**src/rtl/gpio_bank_pkg.sv**
```systemverilog
package gpio_bank_pkg;
  localparam int ADDR_W = 5;

  typedef enum logic [ADDR_W-1:0] {
    OFS_DIR = 5'h00,
    OFS_ODS = 5'h04,
    OFS_DAT = 5'h08,
    OFS_EVT = 5'h0C,
    OFS_MSK = 5'h10,
    OFS_EDG = 5'h14,
    OFS_IBE = 5'h18
  } reg_ofs_e;
endpackage

```
**src/rtl/gpio_bank_sync.sv**
```systemverilog
module gpio_bank_sync #(
  parameter int W = 32
) (
  input  logic         clk,
  input  logic         rst_n,
  input  logic [W-1:0] d_in,
  output logic [W-1:0] d_out
);
  logic [W-1:0] s1_q, s2_q, s1_d, s2_d;

  always_comb begin
    s1_d = d_in;
    s2_d = s1_q;
  end

  always_ff @(posedge clk or negedge rst_n) begin
    if (!rst_n) begin
      s1_q <= '0;
      s2_q <= '0;
    end else begin
      s1_q <= s1_d;
      s2_q <= s2_d;
    end
  end

  assign d_out = s2_q;
endmodule

```
**src/rtl/gpio_bank_evt.sv**
```systemverilog
module gpio_bank_evt #(
  parameter int W = 32
) (
  input  logic         clk,
  input  logic         rst_n,
  input  logic [W-1:0] cur_i,
  input  logic [W-1:0] fall_only_i,
  input  logic [W-1:0] clr_i,
  output logic [W-1:0] evt_o
);
  logic [W-1:0] prev_q, prev_d;
  logic [W-1:0] evt_q, evt_d;
  logic [W-1:0] edge_v;

  always_comb begin
    prev_d = cur_i;
    // falling edges always count; rising edges only in both-edge mode
    edge_v = (prev_q & ~cur_i) | (~fall_only_i & ~prev_q & cur_i);
    // new edge overrides a simultaneous clear
    evt_d  = (evt_q & ~clr_i) | edge_v;
  end

  always_ff @(posedge clk or negedge rst_n) begin
    if (!rst_n) begin
      prev_q <= '0;
      evt_q  <= '0;
    end else begin
      prev_q <= prev_d;
      evt_q  <= evt_d;
    end
  end

  assign evt_o = evt_q;

  assert_edge_sets_R8: assert property (@(posedge clk) disable iff (!rst_n)
    (|edge_v) |=> ((evt_q & $past(edge_v)) == $past(edge_v)));

  assert_w1c_clears_R7: assert property (@(posedge clk) disable iff (!rst_n)
    (|(clr_i & ~edge_v)) |=> ((evt_q & $past(clr_i & ~edge_v)) == '0));

  assert_no_spurious_R6: assert property (@(posedge clk) disable iff (!rst_n)
    1'b1 |=> ((evt_q & ~$past(evt_q) & ~$past(edge_v)) == '0));
endmodule

```
**src/rtl/gpio_bank_regs.sv**
```systemverilog
module gpio_bank_regs
  import gpio_bank_pkg::*;
#(
  parameter int W = 32
) (
  input  logic              clk,
  input  logic              rst_n,
  input  logic              sel_i,
  input  logic              wr_i,
  input  logic [ADDR_W-1:0] addr_i,
  input  logic [W-1:0]      wdata_i,
  output logic [W-1:0]      rdata_o,
  input  logic [W-1:0]      cur_i,
  input  logic [W-1:0]      evt_i,
  output logic [W-1:0]      dir_o,
  output logic [W-1:0]      ods_o,
  output logic [W-1:0]      dat_o,
  output logic [W-1:0]      msk_o,
  output logic [W-1:0]      edg_o,
  output logic [W-1:0]      ibe_o,
  output logic [W-1:0]      clr_o
);
  logic         wr_any;
  logic         we_dir, we_ods, we_dat, we_msk, we_edg, we_ibe, we_evt;
  logic [W-1:0] dir_q, ods_q, dat_q, msk_q, edg_q, ibe_q;
  logic [W-1:0] dir_d, ods_d, dat_d, msk_d, edg_d, ibe_d;
  logic [W-1:0] dat_view;

  always_comb begin
    wr_any = sel_i & wr_i;
    we_dir = wr_any & (addr_i == OFS_DIR);
    we_ods = wr_any & (addr_i == OFS_ODS);
    we_dat = wr_any & (addr_i == OFS_DAT);
    we_evt = wr_any & (addr_i == OFS_EVT);
    we_msk = wr_any & (addr_i == OFS_MSK);
    we_edg = wr_any & (addr_i == OFS_EDG);
    we_ibe = wr_any & (addr_i == OFS_IBE);
  end

  always_comb begin
    dir_d = dir_q;
    ods_d = ods_q;
    dat_d = dat_q;
    msk_d = msk_q;
    edg_d = edg_q;
    ibe_d = ibe_q;
    if (we_dir) dir_d = wdata_i;
    if (we_ods) ods_d = wdata_i;
    if (we_dat) dat_d = wdata_i;
    if (we_msk) msk_d = wdata_i;
    if (we_edg) edg_d = wdata_i;
    if (we_ibe) ibe_d = wdata_i;
  end

  always_ff @(posedge clk or negedge rst_n) begin
    if (!rst_n) begin
      dir_q <= '0;
      ods_q <= '0;
      dat_q <= '0;
      msk_q <= '0;
      edg_q <= '0;
      ibe_q <= '0;
    end else begin
      dir_q <= dir_d;
      ods_q <= ods_d;
      dat_q <= dat_d;
      msk_q <= msk_d;
      edg_q <= edg_d;
      ibe_q <= ibe_d;
    end
  end

  always_comb begin
    clr_o    = we_evt ? wdata_i : '0;
    dat_view = (dir_q & dat_q) | (~dir_q & ibe_q & cur_i);
    unique case (addr_i)
      OFS_DIR: rdata_o = dir_q;
      OFS_ODS: rdata_o = ods_q;
      OFS_DAT: rdata_o = dat_view;
      OFS_EVT: rdata_o = evt_i;
      OFS_MSK: rdata_o = msk_q;
      OFS_EDG: rdata_o = edg_q;
      OFS_IBE: rdata_o = ibe_q;
      default: rdata_o = '0;
    endcase
  end

  assign dir_o = dir_q;
  assign ods_o = ods_q;
  assign dat_o = dat_q;
  assign msk_o = msk_q;
  assign edg_o = edg_q;
  assign ibe_o = ibe_q;

  assert_dir_write_R2: assert property (@(posedge clk) disable iff (!rst_n)
    we_dir |=> (dir_q == $past(wdata_i)));

  assert_hold_idle_R2: assert property (@(posedge clk) disable iff (!rst_n)
    !wr_any |=> $stable({dir_q, ods_q, dat_q, msk_q, edg_q, ibe_q}));

  assert_input_gated_R5: assert property (@(posedge clk) disable iff (!rst_n)
    (addr_i == OFS_DAT) |-> ((rdata_o & ~dir_q & ~ibe_q) == '0));
endmodule

```
**src/rtl/gpio_bank.sv**
```systemverilog
module gpio_bank
  import gpio_bank_pkg::*;
#(
  parameter int NLINES = 32
) (
  input  logic              clk,
  input  logic              rst_n,
  input  logic              bus_sel,
  input  logic              bus_wr,
  input  logic [ADDR_W-1:0] bus_addr,
  input  logic [NLINES-1:0] bus_wdata,
  output logic [NLINES-1:0] bus_rdata,
  input  logic [NLINES-1:0] pad_in,
  output logic [NLINES-1:0] pad_oe,
  output logic [NLINES-1:0] pad_out,
  output logic [NLINES-1:0] pad_od,
  output logic              irq
);
  localparam int TOP = NLINES - 1;

  logic [NLINES-1:0] pin_bits, cur_bits;
  logic [NLINES-1:0] dir_q, ods_q, dat_q, msk_q, edg_q, ibe_q, evt_q, clr_v;

  // line n <-> register bit TOP-n
  for (genvar n = 0; n < NLINES; n++) begin : g_line
    assign pin_bits[TOP-n] = pad_in[n];
    assign pad_oe[n]       = dir_q[TOP-n];
    assign pad_out[n]      = dat_q[TOP-n];
    assign pad_od[n]       = ods_q[TOP-n];
  end

  gpio_bank_sync #(.W(NLINES)) u_sync (
    .clk   (clk),
    .rst_n (rst_n),
    .d_in  (pin_bits),
    .d_out (cur_bits)
  );

  gpio_bank_evt #(.W(NLINES)) u_evt (
    .clk         (clk),
    .rst_n       (rst_n),
    .cur_i       (cur_bits),
    .fall_only_i (edg_q),
    .clr_i       (clr_v),
    .evt_o       (evt_q)
  );

  gpio_bank_regs #(.W(NLINES)) u_regs (
    .clk     (clk),
    .rst_n   (rst_n),
    .sel_i   (bus_sel),
    .wr_i    (bus_wr),
    .addr_i  (bus_addr),
    .wdata_i (bus_wdata),
    .rdata_o (bus_rdata),
    .cur_i   (cur_bits),
    .evt_i   (evt_q),
    .dir_o   (dir_q),
    .ods_o   (ods_q),
    .dat_o   (dat_q),
    .msk_o   (msk_q),
    .edg_o   (edg_q),
    .ibe_o   (ibe_q),
    .clr_o   (clr_v)
  );

  assign irq = |(evt_q & msk_q);

  assert_irq_masked_R9: assert property (@(posedge clk) disable iff (!rst_n)
    (msk_q == '0) |-> !irq);

  assert_irq_needs_evt_R9: assert property (@(posedge clk) disable iff (!rst_n)
    irq |-> (evt_q != '0));
endmodule

```
**config.mk**
```make
export PLATFORM = sky130hd
export DESIGN_NAME = gpio_bank
export DESIGN_NICKNAME = d
export VERILOG_FILES = /design/src/rtl/gpio_bank_pkg.sv /design/src/rtl/gpio_bank_sync.sv /design/src/rtl/gpio_bank_evt.sv /design/src/rtl/gpio_bank_regs.sv /design/src/rtl/gpio_bank.sv
export SDC_FILE = /design/constraint.sdc
export NUM_CORES = 1
export LEC_CHECK = 0
export BUFFER_PORTS_ARGS = -buffer_cell sky130_fd_sc_hd__buf_4
export CORE_MARGIN = 2
export CORE_UTILIZATION = 50
export CTS_CLUSTER_DIAMETER = 50
export DETAILED_ROUTE_END_ITERATION = 10
export PLACE_DENSITY = 0.72
export REMOVE_ABC_BUFFERS = 1
export SYNTH_ARGS = -nofsm -noshare
export SYNTH_HDL_FRONTEND = slang
export SYNTH_SLANG_ARGS = --single-unit
```
**constraint.sdc**
```tcl
create_clock -name clk -period 2.4 [get_ports clk]
set_input_delay 0.24 -clock clk [delete_from_list [all_inputs] [get_ports clk]]
set_output_delay 0.24 -clock clk [all_outputs]
set_load 0.1 [all_outputs]
```
==> impl_metrics.json <==
{
  "maxCapViolations": 0,
  "syn-cell-area_mm2": 0.0132,
  "p_clk_share_pct": 37.9,
  "gr-total-overflow": 0,
  "die_area_mm2": 0.0278,
  "max_slew_margin_pct": 58.6,
  "drcViolationCount": 0,
  "cpMaxStageDelayCell": "or4_4",
  "p_sw_share_pct": 32.6,
  "slowest_delay_ns": 0.60,
  "synth_edf_count": 0,
  "via_per_inst": 5.87,
  "crit_fanout": 3,
  "ys_seq_area_share_pct": 60.5,
  "critPathKind": "flop to primary output",
  "final_area_mm2": 0.0175,
  "clock-sinks": 320,
  "area_delta_synth_final_pct": 32.0,
  "final_layout_size_suffix_gt1_share_pct": 37.3,
  "setup_viol": 0,
  "async_flop_share_pct": 100,
  "vias": 9819,
  "sequentialPowerShare_pct": 40.4,
  "gp_congestion": 0.862,
  "critPathTopFamily": "simple AND/OR/NAND/NOR gates",
  "drtPass1Iterations": 5,
  "ir_worst_vdd_mv": 0.823,
  "ys_seq_elements": 320,
  "cts_tree": "built",
  "post-place-ws_ns": 0.174,
  "place_area_mm2": 0.0155,
  "clock_path_buffers": 3,
  "fin_skew_ns": 0.0131,
  "start_util_pct": 50.8,
  "end_kind": "primary output",
  "synth-main-ff-cell": "dfrtp_1",
  "fmax_ghz": 0.421,
  "yosys_warnings": 0,
  "grt_util_all_layers_pct": 26.0,
  "worst_slew_pin_slew_ns": 0.621,
  "io_buffers": 201,
  "crit_buf_inv": 1,
  "hold_violations": 0,
  "outcome": "finished, final reports clean",
  "fin_ws_ns": 0.0252,
  "die_y_um": 167,
  "avgSynthCellArea_um2": 13.0,
  "min_period_ns": 2.37,
  "p_comb_share_pct": 21.7,
  "h-tree-depth": 2,
  "layout.nets": 1383,
  "antenna_left": 0,
  "num_antenna_cells": 0,
  "hpwl_um": 23600,
  "p_total_mw": 15.8,
  "drt-initial-drc-count": 885,
  "routedWlPerCell_um": 21.7,
  "clk_latency_ns": 0.52,
  "start_kind": "flop",
  "grt_pass1_vias": 10078,
  "post-route-period-util_pct": 98.9,
  "switchingPower_mw": 5.14,
  "core.rowCount": 59,
  "die_w_um": 167,
  "p_int_mw": 10.6,
  "slew_violations": 0,
  "grt_max_degree": 74,
  "clkTransAtPathRegs_ns": 0.06,
  "p_leak_nw": 8.19,
  "io_pins": 202,
  "cts_buffers": 37,
  "core_area_mm2": 0.0261,
  "power_density_mw_per_mm2": 902,
  "worstPathCellList": "a22oi_2, nand4_1, or4_4, buf_8",
  "crit_arrival_ns": 2.13,
  "hold_path.class": "input pin to flop",
  "ys_types": 36,
  "antenna_found_initial": 0,
  "routed_wl_um": 36300,
  "cp.required_ns": 2.16,
  "grt_pass1_wl_um": 57100,
  "syn_inst": 1017,
  "root_buffer": "clkbuf_16"
}
-- through the flow --
stage	util (%)	cells	setup TNS, ns	hold slack, ns
after floorplan	-	965	-149.84	-0.0556
after global placement	59.6	1549	0	0.273
after detailed placement	59.6	1549	0	0.273
after CTS	66.9	1673	0	0.00109
after global routing	67.0	1674	-0.00163	0.0181
final	67.0	1674	0	0.0169
-- synthesized netlist by cell type (2+ instances only) --
library cell,instances,area share [%]
dfrtp_1,320,61
mux2_2,170,14
nand2_1,103,2.9
a22oi_1,56,3.2
mux2_1,40,3.4
nand3_1,37,1.4
nor3_1,34,1.3
a221o_1,32,2.4
inv_1,32,0.91
o21ai_0,32,1.2
a32oi_1,26,1.7
buf_2,26,0.98
o21bai_1,26,1.5
clkbuf_1,22,0.62
nand4_1,10,0.47
mux2i_1,7,0.53
nor2_1,7,0.20
nor3_2,7,0.53
nand2b_1,5,0.24
nand3b_1,4,0.23
buf_4,3,0.17
nand4b_1,2,0.13
o2111ai_1,2,0.13
o211ai_1,2,0.11
-- worst paths after layout --
kind / slack (ns) / endpoint / start / depth (start not counted)
worst max-delay path: 0.03 / irq / u_evt.evt_o[30] / 4
worst min register to register: 0.34 / u_sync.d_out[15] / u_sync.s1_q[15] / 0
max in group asynchronous: 1.40 / u_regs.msk_o[6] / rst_n / 3
worst max register to register: 1.42 / u_evt.evt_o[8] / u_sync.d_out[8] / 3
worst min-delay path: 0.02 / u_regs.msk_o[30] / bus_wdata[30] / 2
min in group asynchronous: 0.28 / u_regs.ods_o[19] / rst_n / 2
-- final cells by class --
cell class | count | area [um2]
Tap cell | 335 | 419
Multi-Input combinational cell | 613 | 4970
Sequential cell | 320 | 8010
Clock inverter | 11 | 183
Fill cell | 1899 | 8590
Clock buffer | 57 | 1140
Inverter | 32 | 120
Timing Repair Buffer | 306 | 2630
-- cell usage in the layout (no fill, tap or decap), drive strengths merged, types with 2 or more instances in the layout --
| cell type | synthesis | routed |
|---|---|---|
| o21ai | 32 | 32 |
| nand2 | 103 | 103 |
| inv | 32 | 37 |
| nand3b | 4 | 4 |
| clkinv | 0 | 2 |
| bufinv | 0 | 4 |
| o21bai | 26 | 26 |
| mux2i | 7 | 7 |
| nand3 | 37 | 37 |
| a22oi | 56 | 56 |
| nor3 | 41 | 41 |
| nand4b | 2 | 2 |
| a221o | 32 | 32 |
| o211ai | 2 | 2 |
| buf | 30 | 250 |
| clkbuf | 22 | 57 |
| o2111ai | 2 | 2 |
| mux2 | 210 | 210 |
| dlygate4sd3 | 0 | 56 |
| dfrtp | 320 | 320 |
| nand2b | 5 | 5 |
| a32oi | 26 | 26 |
| nand4 | 10 | 10 |
| nor2 | 7 | 7 |
-- per-layer routing --
metal  track usage (%)  wire length, um
met5                 0                0
met4              8.81              891
met3              5.04             2590
met2              41.3            17200
met1              36.3            15600
-- logic make-up after synthesis --
family / count (synthesis) / share of synthesized area (%)
DFF: 320 / 60.5
muxes: 217 / 18.4
and+or+nand+nor: 217 / 7.96
AOI/OAI and AO/OA: 179 / 10.4
buffers and inverters: 84 / 2.71
-- registers in the layout, indices dropped and copies added, names as in the netlist --
name          count
u_evt.evt_o      32
u_regs.ods_o     32
u_regs.msk_o     32
u_regs.dat_o     32
u_sync.s1_q      32
u_sync.d_out     32
u_evt.prev_q     32
u_regs.ibe_o     32
u_regs.edg_o     32
u_regs.dir_o     32
-- worst register-to-register path, stage by stage, from the launching register on --
cell and delay (ns):
dfrtp_1 0.40, inv_1 0.12, nor3_1 0.07, a221o_1 0.26
-- power groups by stage --
stage	sequential [mW]	clock [mW]	combinational (mW)
floorplan	7.88	0	0.839
global placement	6.43	0	3.30
detailed placement	6.44	0	3.33
CTS	6.36	6.07	3.43
global route	6.43	6.29	3.56
finish	6.37	5.97	3.42
-- what timing repair did --
action,in CTS,in global routing
resized for setup,6,4
buffers inserted,0,1
hold endpoints to repair,146,0
hold buffers,56,0
pin swaps,3,2
endpoints found under the setup margin,1,1
No activity file was read; power rests on OpenSTA's default activity.
